`src/rtl/dt_pkg.sv`:
```
package dt_pkg;
  localparam int unsigned N_EDGE   = 2;
  localparam int unsigned EDGE_ON  = 0;  // PWM fall, synchronous switch turns on
  localparam int unsigned EDGE_OFF = 1;  // PWM rise, control switch turns on
endpackage

```
`src/rtl/dt_pwm_edge.sv`:
```
module dt_pwm_edge (
  input  logic clk_i,
  input  logic rst_ni,
  input  logic pwm_i,
  output logic rise_o,
  output logic fall_o
);
  logic pwm_q;

  always_ff @(posedge clk_i or negedge rst_ni) begin
    if (!rst_ni) pwm_q <= 1'b0;
    else         pwm_q <= pwm_i;
  end

  assign rise_o = pwm_i & ~pwm_q;
  assign fall_o = ~pwm_i & pwm_q;
endmodule

```
`src/rtl/dt_code_step.sv`:
```
module dt_code_step #(
  parameter int unsigned CODE_W     = 4,
  parameter int unsigned SAMPLE_DLY = 3
) (
  input  logic              clk_i,
  input  logic              rst_ni,
  input  logic              win_start_i,
  input  logic              upd_i,
  input  logic              flag_i,
  output logic [CODE_W-1:0] code_o,
  output logic [CODE_W-1:0] code_nxt_o
);
  localparam logic [CODE_W-1:0] CODE_MAX = {CODE_W{1'b1}};
  localparam int unsigned       CNT_W    = $clog2(SAMPLE_DLY + 1) + 1;

  logic [CNT_W-1:0]  win_cnt;
  logic              win_act, flag_q, valid_q, take;
  logic [CODE_W-1:0] code_q, code_d;

  // latch at the (SAMPLE_DLY+1)-th edge counting the edge-detect edge
  assign take = win_act & ~win_start_i & (win_cnt == CNT_W'(1));

  always_ff @(posedge clk_i or negedge rst_ni) begin
    if (!rst_ni) begin
      win_cnt <= '0;
      win_act <= 1'b0;
      flag_q  <= 1'b0;
    end else if (win_start_i) begin
      win_cnt <= CNT_W'(SAMPLE_DLY);
      win_act <= 1'b1;
    end else if (win_act) begin
      win_cnt <= win_cnt - CNT_W'(1);
      if (take) begin
        flag_q  <= flag_i;
        win_act <= 1'b0;
      end
    end
  end

  always_ff @(posedge clk_i or negedge rst_ni) begin
    if (!rst_ni)    valid_q <= 1'b0;
    else if (take)  valid_q <= 1'b1;
    else if (upd_i) valid_q <= 1'b0;
  end

  always_comb begin
    code_d = code_q;
    if (upd_i && valid_q) begin
      if (flag_q) code_d = (code_q == '0)      ? code_q : code_q - CODE_W'(1);
      else        code_d = (code_q == CODE_MAX) ? code_q : code_q + CODE_W'(1);
    end
  end

  always_ff @(posedge clk_i or negedge rst_ni) begin
    if (!rst_ni) code_q <= CODE_MAX;  // worst-case safe dead time
    else         code_q <= code_d;
  end

  assign code_o     = code_q;
  assign code_nxt_o = code_d;

  assert_hold_R9: assert property (@(posedge clk_i) disable iff (!rst_ni)
    !upd_i |=> $stable(code_q));
  assert_unit_step_R2: assert property (@(posedge clk_i) disable iff (!rst_ni)
    upd_i |=> ((int'(code_q) - int'($past(code_q))) <= 1 &&
               (int'(code_q) - int'($past(code_q))) >= -1));
  assert_no_wrap_top_R4: assert property (@(posedge clk_i) disable iff (!rst_ni)
    (code_q == CODE_MAX) |=> (code_q != '0));
  assert_no_wrap_bot_R4: assert property (@(posedge clk_i) disable iff (!rst_ni)
    (code_q == '0) |=> (code_q != CODE_MAX));
endmodule

```
`src/rtl/dt_gate_timer.sv`:
```
module dt_gate_timer #(
  parameter int unsigned CODE_W = 4
) (
  input  logic              clk_i,
  input  logic              rst_ni,
  input  logic              start_i,
  input  logic              stop_i,
  input  logic [CODE_W-1:0] code_i,
  output logic              gate_o
);
  logic              arm_q;
  logic [CODE_W-1:0] cnt_q;

  always_ff @(posedge clk_i or negedge rst_ni) begin
    if (!rst_ni) begin
      arm_q <= 1'b0;
      cnt_q <= '0;
    end else if (stop_i) begin
      arm_q <= 1'b0;
    end else if (start_i) begin
      arm_q <= 1'b1;
      cnt_q <= code_i;
    end else if (arm_q && cnt_q != '0) begin
      cnt_q <= cnt_q - CODE_W'(1);
    end
  end

  assign gate_o = arm_q & (cnt_q == '0);

  assert_gate_drop_R5: assert property (@(posedge clk_i) disable iff (!rst_ni)
    stop_i |=> !gate_o);
  assert_dead_wait_R6: assert property (@(posedge clk_i) disable iff (!rst_ni)
    (start_i && code_i != '0) |=> !gate_o);
  assert_gate_hold_R7: assert property (@(posedge clk_i) disable iff (!rst_ni)
    (gate_o && !stop_i) |=> gate_o);
endmodule

```
`src/rtl/dt_step_ctrl.sv`:
```
module dt_step_ctrl #(
  parameter int unsigned CODE_W     = 4,
  parameter int unsigned SAMPLE_DLY = 3
) (
  input  logic              clk_i,
  input  logic              rst_ni,
  input  logic              pwm_i,
  input  logic              vds_low_i,
  input  logic              vgs_low_i,
  input  logic              vds_neg_i,
  output logic [CODE_W-1:0] on_code_o,
  output logic [CODE_W-1:0] off_code_o,
  output logic              hs_gate_o,
  output logic              ls_gate_o
);
  import dt_pkg::*;

  logic              rise, fall;
  logic              ev   [N_EDGE];
  logic              flag [N_EDGE];
  logic              gate [N_EDGE];
  logic [CODE_W-1:0] code [N_EDGE];
  logic [CODE_W-1:0] nxt  [N_EDGE];

  dt_pwm_edge u_edge (
    .clk_i  (clk_i),
    .rst_ni (rst_ni),
    .pwm_i  (pwm_i),
    .rise_o (rise),
    .fall_o (fall)
  );

  assign ev[EDGE_ON]    = fall;
  assign ev[EDGE_OFF]   = rise;
  assign flag[EDGE_ON]  = vds_low_i & vgs_low_i;  // both low: diode conducting
  assign flag[EDGE_OFF] = vds_neg_i;

  for (genvar g = 0; g < N_EDGE; g++) begin : g_edge
    localparam int unsigned OPP = N_EDGE - 1 - g;

    dt_code_step #(.CODE_W(CODE_W), .SAMPLE_DLY(SAMPLE_DLY)) u_code (
      .clk_i       (clk_i),
      .rst_ni      (rst_ni),
      .win_start_i (ev[g]),
      .upd_i       (rise),  // period boundary
      .flag_i      (flag[g]),
      .code_o      (code[g]),
      .code_nxt_o  (nxt[g])
    );

    dt_gate_timer #(.CODE_W(CODE_W)) u_gate (
      .clk_i   (clk_i),
      .rst_ni  (rst_ni),
      .start_i (ev[g]),
      .stop_i  (ev[OPP]),
      .code_i  (nxt[g]),
      .gate_o  (gate[g])
    );
  end

  assign on_code_o  = code[EDGE_ON];
  assign off_code_o = code[EDGE_OFF];
  assign ls_gate_o  = gate[EDGE_ON];
  assign hs_gate_o  = gate[EDGE_OFF];

  assert_no_overlap_R7: assert property (@(posedge clk_i) disable iff (!rst_ni)
    !(hs_gate_o && ls_gate_o));
endmodule

```
`config.mk`:
```
export PLATFORM = sky130hd
export DESIGN_NAME = dt_step_ctrl
export DESIGN_NICKNAME = d
export VERILOG_FILES = /design/src/rtl/dt_pkg.sv /design/src/rtl/dt_pwm_edge.sv /design/src/rtl/dt_code_step.sv /design/src/rtl/dt_gate_timer.sv /design/src/rtl/dt_step_ctrl.sv
export SDC_FILE = /design/constraint.sdc
export NUM_CORES = 1
export LEC_CHECK = 0
export ABC_AREA = 1
export BUFFER_PORTS_ARGS = -buffer_cell sky130_fd_sc_hd__clkbuf_2
export CORE_ASPECT_RATIO = 1.5
export CORE_UTILIZATION = 35
export DETAILED_ROUTE_END_ITERATION = 16
export SYNTH_ARGS = -nofsm -noshare
export SYNTH_HDL_FRONTEND = slang
export SYNTH_HIERARCHICAL = 1
export SYNTH_SLANG_ARGS = --single-unit
```
`constraint.sdc`:
```
create_clock -name clk_i -period 1.9 [get_ports clk_i]
set_input_delay 0.095 -clock clk_i [delete_from_list [all_inputs] [get_ports clk_i]]
set_output_delay 0.095 -clock clk_i [all_outputs]
set_load 0.1 [all_outputs]
```
[After elaboration in Yosys (flattened, before gate mapping)]
Cells that the tools add are included.
Cells by class
  add/sub/neg operators: 8
  equality and inequality tests: 4
  mux-type cells: 29
  bitwise operators: 13
  reductions and logical operators: 21
Operators with widths (number)
  4-bit two-way mux: 12
  4-bit zero test: 4
  4-bit by 1-bit subtractor with 4-bit output, second input constant: 4
  2-bit nonzero test: 7
  1-bit two-way mux: 13
  3-bit two-way mux: 4
  1-bit AND: 9
  4-bit by 1-bit adder with 4-bit output, second input constant: 2
  4-bit equality test, second input constant: 2
  4-bit nonzero test: 2
  3-bit by 1-bit equality test with 1-bit output, second input constant: 2
  3-bit AND reduction: 2
  3-bit by 1-bit subtractor with 3-bit output, second input constant: 2
  1-bit logical AND: 4
  1-bit NOT: 4
  2-bit AND reduction: 2
Storage, ports and cells
  register bits: 31
  output and inout bits: 10
  word-level logic and storage cells: 90

[Logic depth before layout (Yosys ltp)]
Gate-level depths: netlist (run 1).
  depth after elaboration: 8
  depth in mapped cells: 13
  gate-level depth less buffers: 13

[Hierarchy]
Netlist (run 1), hierarchy kept.
By module, submodules not included
  dt_code_step: instances 2, cells an instance 81, area each 623.1 um^2
  dt_gate_timer: instances 2, cells an instance 43, area each 321.6 um^2
  dt_pwm_edge: instances 1, cells an instance 5, area each 40.0 um^2
  dt_step_ctrl: instances 1, cells an instance 2, area each 7.5 um^2

[Worst setup path before layout (run 1)]
OpenSTA, ideal clock, no wires.
  kind: reg2reg
  start point: register g_edge[1].u_code.code_q[0]
  end point: register g_edge[1].u_gate.cnt_q[0]
  library setup time: 119 ps
  arrival: 1946 ps
  required time: 1781 ps
  setup slack: -165 ps
  cell stages (with the launch flop): 13
  path buffers: 0
  cells stage by stage: dfstp_2 > inv_1 > ha_1 > nand2_2 > nand2_4 > nand2_2 > nand3_1 > nand2_1 > inv_1 > nand2_1 > o21ai_0 > nand2_1 > o21ai_2
RTL lines
  start: declaration: RTL line dt_code_step.sv:18  | logic [CODE_W-1:0] code_q, code_d;
  start signal: assignment: RTL line dt_code_step.sv:56  | else code_q <= code_d;
  end signal: assignment: RTL line dt_gate_timer.sv:22  | cnt_q <= code_i;
  end signal: assignment: RTL line dt_gate_timer.sv:24  | cnt_q <= cnt_q - CODE_W'(1);
  end: declaration: RTL line dt_gate_timer.sv:12  | logic [CODE_W-1:0] cnt_q;

[Final worst setup path (run 1)]
  start point: register g_edge[0].u_gate.cnt_q[0]
  end point: output ls_gate_o
On the way
  cells in the longest elaborated chain, start to end: 2
Ends and longest elaborated chain
  start: declaration: RTL line dt_gate_timer.sv:12
  start signal: assignment: RTL line dt_gate_timer.sv:22
  start signal: assignment: RTL line dt_gate_timer.sv:24
  4-bit zero test: RTL line dt_gate_timer.sv:28  | assign gate_o = arm_q & (cnt_q == '0);
  1-bit AND: RTL line dt_gate_timer.sv:28
  end: declaration: RTL line dt_step_ctrl.sv:14  | output logic ls_gate_o
No other way between the ends.

==> results of run 1 <==
[power by group through the flow]
| stage | Combinational [mW] | Sequential, mW | Clock, mW |
|---|---|---|---|
| finish | 2.28 | 1.33 | 0.567 |
| global route | 2.56 | 1.38 | 0.627 |
| CTS | 2.30 | 1.33 | 0.596 |
| detailed placement | 2.29 | 1.34 | 0 |
| global placement | 2.26 | 1.34 | 0 |
| floorplan | 1.43 | 1.84 | 0 |
[metrics by stage]
| step | instances | hold slack (ns) |
|---|---|---|
| 2_1_floorplan | 255 | -0.201 |
| 3_3_place_gp | 338 | 0.222 |
| 3_5_place_dp | 338 | 0.228 |
| 4_1_cts | 348 | 0.0700 |
| 5_1_grt | 348 | 0.0762 |
| 6_report | 348 | 0.0693 |
[Yosys cell counts]
library cell	n
a22oi_1	2
nand3_2	2
and3_1	2
nor2_4	2
o211ai_1	2
o21ai_2	4
nand2_1	73
or2_2	2
clkinv_2	2
a21oi_1	4
nor2_2	6
a21oi_2	2
nand3_1	22
nand2_4	2
nor2_1	18
buf_6	2
dfstp_2	8
ha_1	10
inv_1	39
o21ai_0	12
nand2_2	8
xnor2_1	2
nor3_1	2
nand3b_1	2
dfrtp_1	23
a31oi_1	2
[logic make-up (layout without fill, tap and decap cells)]
| logic type | after synthesis | count (layout) | synth area share |
|---|---|---|---|
| buffers and inverters | 43 | 68 | 0.0924 |
| adder cells (fa/ha/maj) | 10 | 10 | 0.0646 |
| XOR/XNOR | 2 | 2 | 0.00905 |
| AND/OR/NAND/NOR | 141 | 141 | 0.338 |
| AO/OA/AOI/OAI | 28 | 28 | 0.0904 |
| flip-flops | 31 | 31 | 0.406 |
[final cells by class]
cell class              instances  area (sq um)
repair buffers                 19           110
inverters                      41           156
clock buffers                   8           100
flip-flops and latches         31           801
well taps                      68          85.1
fillers                       543          3010
multi-input cells             181           982
[how the worst max path moves through the flow]
stage,startpoint,endpoint,cells after the start
global route,g_edge[0].u_gate/cnt_q[0]$_DFFE_PN0P_,ls_gate_o,4
floorplan,g_edge[1].u_code/code_o[0]$_DFF_PN1_,g_edge[1].u_gate/cnt_q[0]$_DFFE_PN0P_,12
global placement,g_edge[1].u_code/code_o[0]$_DFF_PN1_,g_edge[1].u_gate/cnt_q[3]$_DFFE_PN0P_,13
detailed placement,g_edge[1].u_code/code_o[0]$_DFF_PN1_,g_edge[1].u_gate/cnt_q[1]$_DFFE_PN0P_,12
CTS,g_edge[0].u_gate/cnt_q[0]$_DFFE_PN0P_,ls_gate_o,4
finish,g_edge[0].u_gate/cnt_q[0]$_DFFE_PN0P_,ls_gate_o,4
[critical path, delay by kind of cell (launching register included)]
kind	cells	cell delay, ns
AND/OR/NAND/NOR	1	0.19
flip-flops	1	0.38
buffers and inverters	2	0.59
adder cells (fa/ha/maj)	1	0.25
[sequential cells by signal, indices dropped and copies added (netlist names)]
| register | cells |
|---|---|
| g_edge.u_gate/arm_q | 2 |
| g_edge.u_code/flag_q | 2 |
| g_edge.u_code/win_cnt | 6 |
| u_edge/pwm_q | 1 |
| g_edge.u_code/code_o | 8 |
| g_edge.u_code/win_act | 2 |
| g_edge.u_code/valid_q | 2 |
| g_edge.u_gate/cnt_q | 8 |
[what timing repair did]
item / 4_1_cts / 5_1_grt
resized for setup: 0 / 2
hold buffers: 2 / 0
hold endpoints to repair: 24 / 0
endpoints found under the setup margin: 0 / 1
[metal layers]
metal,track usage,vias up
li1,-,847
met1,0.151,732
met2,0.283,29
met3,0.0329,8
met4,0.0659,0
met5,0,-
==> flow_summary.json, run 1 <==
{
  "outcome": "finished, final reports clean",
  "min_delay_path_depth": 3,
  "numCtsBuffers": 5,
  "pin_count": 16,
  "die_w_um": 62.7,
  "final_common_cell": "nand2_1",
  "crit_type": "reg2out",
  "p_leak_nw": 1.17,
  "setup_viol": 0,
  "sequentialPowerShare": 0.319,
  "synth_seq_cells": 31,
  "wl_met3_um": 116,
  "power_switching_mw": 2.14,
  "clk_pin_slew_ns": 0.07,
  "pwr-share-clk": 0.136,
  "worst_clock_skew_ns": 0.00734,
  "yosysWarnings": 6,
  "min_to": "g_edge[1].u_code/flag_q$_DFFE_PN0P_",
  "hp-class": "in2reg",
  "peakVddDrop_uv": 610,
  "reg2reg_depth": 12,
  "layout.nets": 295,
  "rr_endpoint": "g_edge[1].u_gate/cnt_q[1]$_DFFE_PN0P_",
  "max_freq_mhz": 563,
  "cts.sinks": 31,
  "via_per_inst": 4.64,
  "final.min_clock_period_ns": 1.78,
  "power.density_nw_per_um2": 1870,
  "grt_pass1_wl_mm": 6.84,
  "maxCapViolations": 0,
  "cts_setup_buffers": 0,
  "cp_max_fo": 4,
  "min_from": "vds_neg_i",
  "synth_cell_type_count": 26,
  "fp-row-count": 32,
  "pre_cts_ws_ns": 0.176,
  "grt.overflow.total": 0,
  "dieHeight_um": 93.1,
  "slowest_delay_ns": 0.45,
  "portBuffers": 15,
  "p_comb_frac": 0.546,
  "rsz0062_at_grt": "false",
  "drt_wl_total_mm": 3.67,
  "finalMaxSlewViolations": 0,
  "cp_data_required_time_ns": 1.80,
  "dp.final_hpwl_mm": 2.80,
  "hold_violations": 0,
  "fin_util": 0.426,
  "grt_max_degree": 32,
  "finalSetupTns_ns": 0,
  "synth_area_leaders": "dfrtp_1, nand2_1, dfstp_2",
  "critPathLaunchType": "register",
  "ctsHtreeMaxLevel": 2,
  "cts_tree": "built",
  "synth_fp_nets": 271,
  "netlist.area_leader.share": 0.297,
  "vias": 1616,
  "avgSynthCellArea_sq_um": 7.60,
  "top_layer": "met4",
  "cts-root-buf": "clkbuf_8",
  "layout-drive-gt1-share": 0.232,
  "yosysTopAreaCell": "dfrtp_1",
  "area_growth_pct": 15.4,
  "crit_chain": "inv_1 -> ha_1 -> and3_1 -> clkbuf_2",
  "dieArea_sq_um": 5840,
  "maxSlewHeadroom": 0.462,
  "gp_congestion": 0.820,
  "antenna_found_initial": 0,
  "wire_per_inst_um": 10.6,
  "met2_length_mm": 1.96,
  "drtIter0Drc": 52,
  "clock_latency_ns": 0.28,
  "clockBufferDepth": 2,
  "cpMaxStageDelayCell": "clkbuf_2",
  "reg2reg_from": "g_edge[1].u_code/code_o[0]$_DFF_PN1_",
  "ys_seq_area_frac": 0.406,
  "core_sq_um": 5250,
  "m1WireLength_mm": 1.52,
  "r2r_slack_ns": 0.20,
  "tightestPinTransition_ns": 0.807,
  "syn_inst": 255,
  "placedInstanceArea_sq_um": 2110,
  "grt_pass1_vias": 1661,
  "p_total_mw": 4.18,
  "p_int_mw": 2.04,
  "antenna_left": 0,
  "syn-cell-area_sq_um": 1940,
  "dr.pass1.iters": 4,
  "final_cell_mix": "nand2_1, inv_1, dfrtp_1",
  "floorplan.initialDensity": 0.369,
  "crit_arrival_ns": 1.68,
  "num_antenna_cells": 0,
  "fin_crit_sh": 0.935,
  "setup_ws_ns": 0.123,
  "drc": 0,
  "end_kind": "output port",
  "fin_area_sq_um": 2230,
  "switching_share": 0.513,
  "grt_usage": 0.148
}
Power figures use the tool's default switching activity.
==> run 2, diff against run 1 <==
--- a/config.mk
+++ b/config.mk
@@ -8,8 +8,9 @@
 export ABC_AREA = 1
 export BUFFER_PORTS_ARGS = -buffer_cell sky130_fd_sc_hd__clkbuf_2
 export CORE_ASPECT_RATIO = 1.5
-export CORE_UTILIZATION = 35
+export CORE_UTILIZATION = 53
 export DETAILED_ROUTE_END_ITERATION = 16
+export PLACE_DENSITY = 0.75
 export SYNTH_ARGS = -nofsm -noshare
 export SYNTH_HDL_FRONTEND = slang
 export SYNTH_HIERARCHICAL = 1
==> flow_summary.json, run 2 (same netlist as run 1, synthesis figures left out) <==
{
  "outcome": "finished, final reports clean",
  "cts-root-buf": "clkbuf_8",
  "drt_wl_total_mm": 3.59,
  "tightestPinTransition_ns": 0.764,
  "hp-class": "in2reg",
  "finalSetupTns_ns": 0,
  "p_leak_nw": 1.16,
  "grt.overflow.total": 0,
  "clockBufferDepth": 2,
  "gp_congestion": 0.770,
  "dp.final_hpwl_mm": 2.77,
  "fin_crit_sh": 0.914,
  "cts.sinks": 31,
  "numCtsBuffers": 5,
  "crit_type": "reg2out",
  "drtIter0Drc": 31,
  "portBuffers": 15,
  "cp_max_fo": 4,
  "cts_setup_buffers": 0,
  "final_common_cell": "nand2_1",
  "worst_clock_skew_ns": 0.00293,
  "ctsHtreeMaxLevel": 2,
  "maxCapViolations": 0,
  "die_w_um": 51.4,
  "critPathLaunchType": "register",
  "area_growth_pct": 12.4,
  "vias": 1634,
  "layout-drive-gt1-share": 0.225,
  "clk_pin_slew_ns": 0.06,
  "dieArea_sq_um": 3910,
  "core_sq_um": 3450,
  "grt_max_degree": 32,
  "max_freq_mhz": 576,
  "wire_per_inst_um": 11.2,
  "power.density_nw_per_um2": 1890,
  "peakVddDrop_uv": 1190,
  "cts_tree": "built",
  "fin_cells": 322,
  "finalMaxSlewViolations": 0,
  "final_cell_mix": "nand2_1, inv_1, dfrtp_1",
  "hold_violations": 0,
  "grt_usage": 0.216,
  "cp_data_required_time_ns": 1.80,
  "dr.pass1.iters": 4,
  "dp.cells": 312,
  "rsz0062_at_grt": "false",
  "end_kind": "output port",
  "drc": 0,
  "dieHeight_um": 76.0,
  "setup_viol": 0,
  "crit_arrival_ns": 1.64,
  "grt_pass1_wl_mm": 6.30,
  "fp-row-count": 26,
  "via_per_inst": 5.07,
  "floorplan.initialDensity": 0.562,
  "final.min_clock_period_ns": 1.74,
  "num_antenna_cells": 0,
  "layout.nets": 295,
  "maxSlewHeadroom": 0.491,
  "grt_pass1_vias": 1596,
  "antenna_left": 0,
  "pin_count": 16,
  "clock_latency_ns": 0.28,
  "antenna_found_initial": 0
}
[run 2: critical path: stages (launching register included)]
cell and delay [ns]:
dfrtp_1 0.38, inv_1 0.13, ha_1 0.23, and3_1 0.17
clkbuf_2 0.45
[run 2: routing by layer]
layer / vias to the layer above / wire, um / GRT usage
met3: 9 / 90 / 0.0479
met5: - / 0 / 0
met1: 758 / 1410 / 0.196
met4: 0 / 93 / 0.119
li1: 848 / - / -
met2: 19 / 2000 / 0.409
[run 2: what timing repair did]
| item | CTS | global route |
|---|---|---|
| endpoints found under the setup margin | 0 | 1 |
| hold buffers | 2 | 0 |
| resized for setup | 0 | 1 |
| hold endpoints to repair | 24 | 0 |
[run 2: cell type report]
class | instances | area (sq um)
repair buffers | 19 | 110
clock buffers | 8 | 80.1
inverters | 41 | 156
well taps | 42 | 52.6
flip-flops and latches | 31 | 801
fillers | 324 | 1270
multi-input cells | 181 | 977
[run 2: report_power, final]
group / switching [mW] / internal, mW / leakage, nW / total [mW]
combinational: 1.61 / 0.668 / 0.761 / 2.28
clock: 0.230 / 0.260 / 0.0395 / 0.490
sequential: 0.298 / 1.04 / 0.359 / 1.34
total: 2.14 / 1.97 / 1.16 / 4.11
[run 2: through the flow]
| step | util | hold slack [ns] | setup slack (ns) | instance area, sq um | total power, mW |
|---|---|---|---|---|---|
| finish | 0.631 | 0.0706 | 0.163 | 2180 | 4.11 |
| global route | 0.631 | 0.0823 | 0.00962 | 2180 | 4.47 |
| CTS | 0.631 | 0.0763 | 0.139 | 2170 | 4.14 |
| detailed placement | 0.602 | 0.212 | 0.150 | 2070 | 3.64 |
| global placement | 0.602 | 0.211 | 0.201 | 2070 | 3.58 |
| floorplan | - | -0.201 | 0.00608 | 1950 | 3.26 |
[run 2: final timing paths]
path | start | to | slack, ns | cells after the start
max in group asynchronous | rst_ni | g_edge[0].u_gate/cnt_q[0]$_DFFE_PN0P_ | 1.00 | 2
setup reg to reg | g_edge[1].u_code/code_o[0]$_DFF_PN1_ | g_edge[1].u_gate/cnt_q[0]$_DFFE_PN0P_ | 0.18 | 12
min in group asynchronous | rst_ni | g_edge[1].u_code/flag_q$_DFFE_PN0P_ | 0.41 | 2
hold reg to reg | g_edge[1].u_gate/cnt_q[2]$_DFFE_PN0P_ | g_edge[1].u_gate/cnt_q[2]$_DFFE_PN0P_ | 0.53 | 2
hold / removal | vds_neg_i | g_edge[1].u_code/flag_q$_DFFE_PN0P_ | 0.07 | 3
setup / recovery | g_edge[1].u_gate/cnt_q[0]$_DFFE_PN0P_ | hs_gate_o | 0.16 | 4
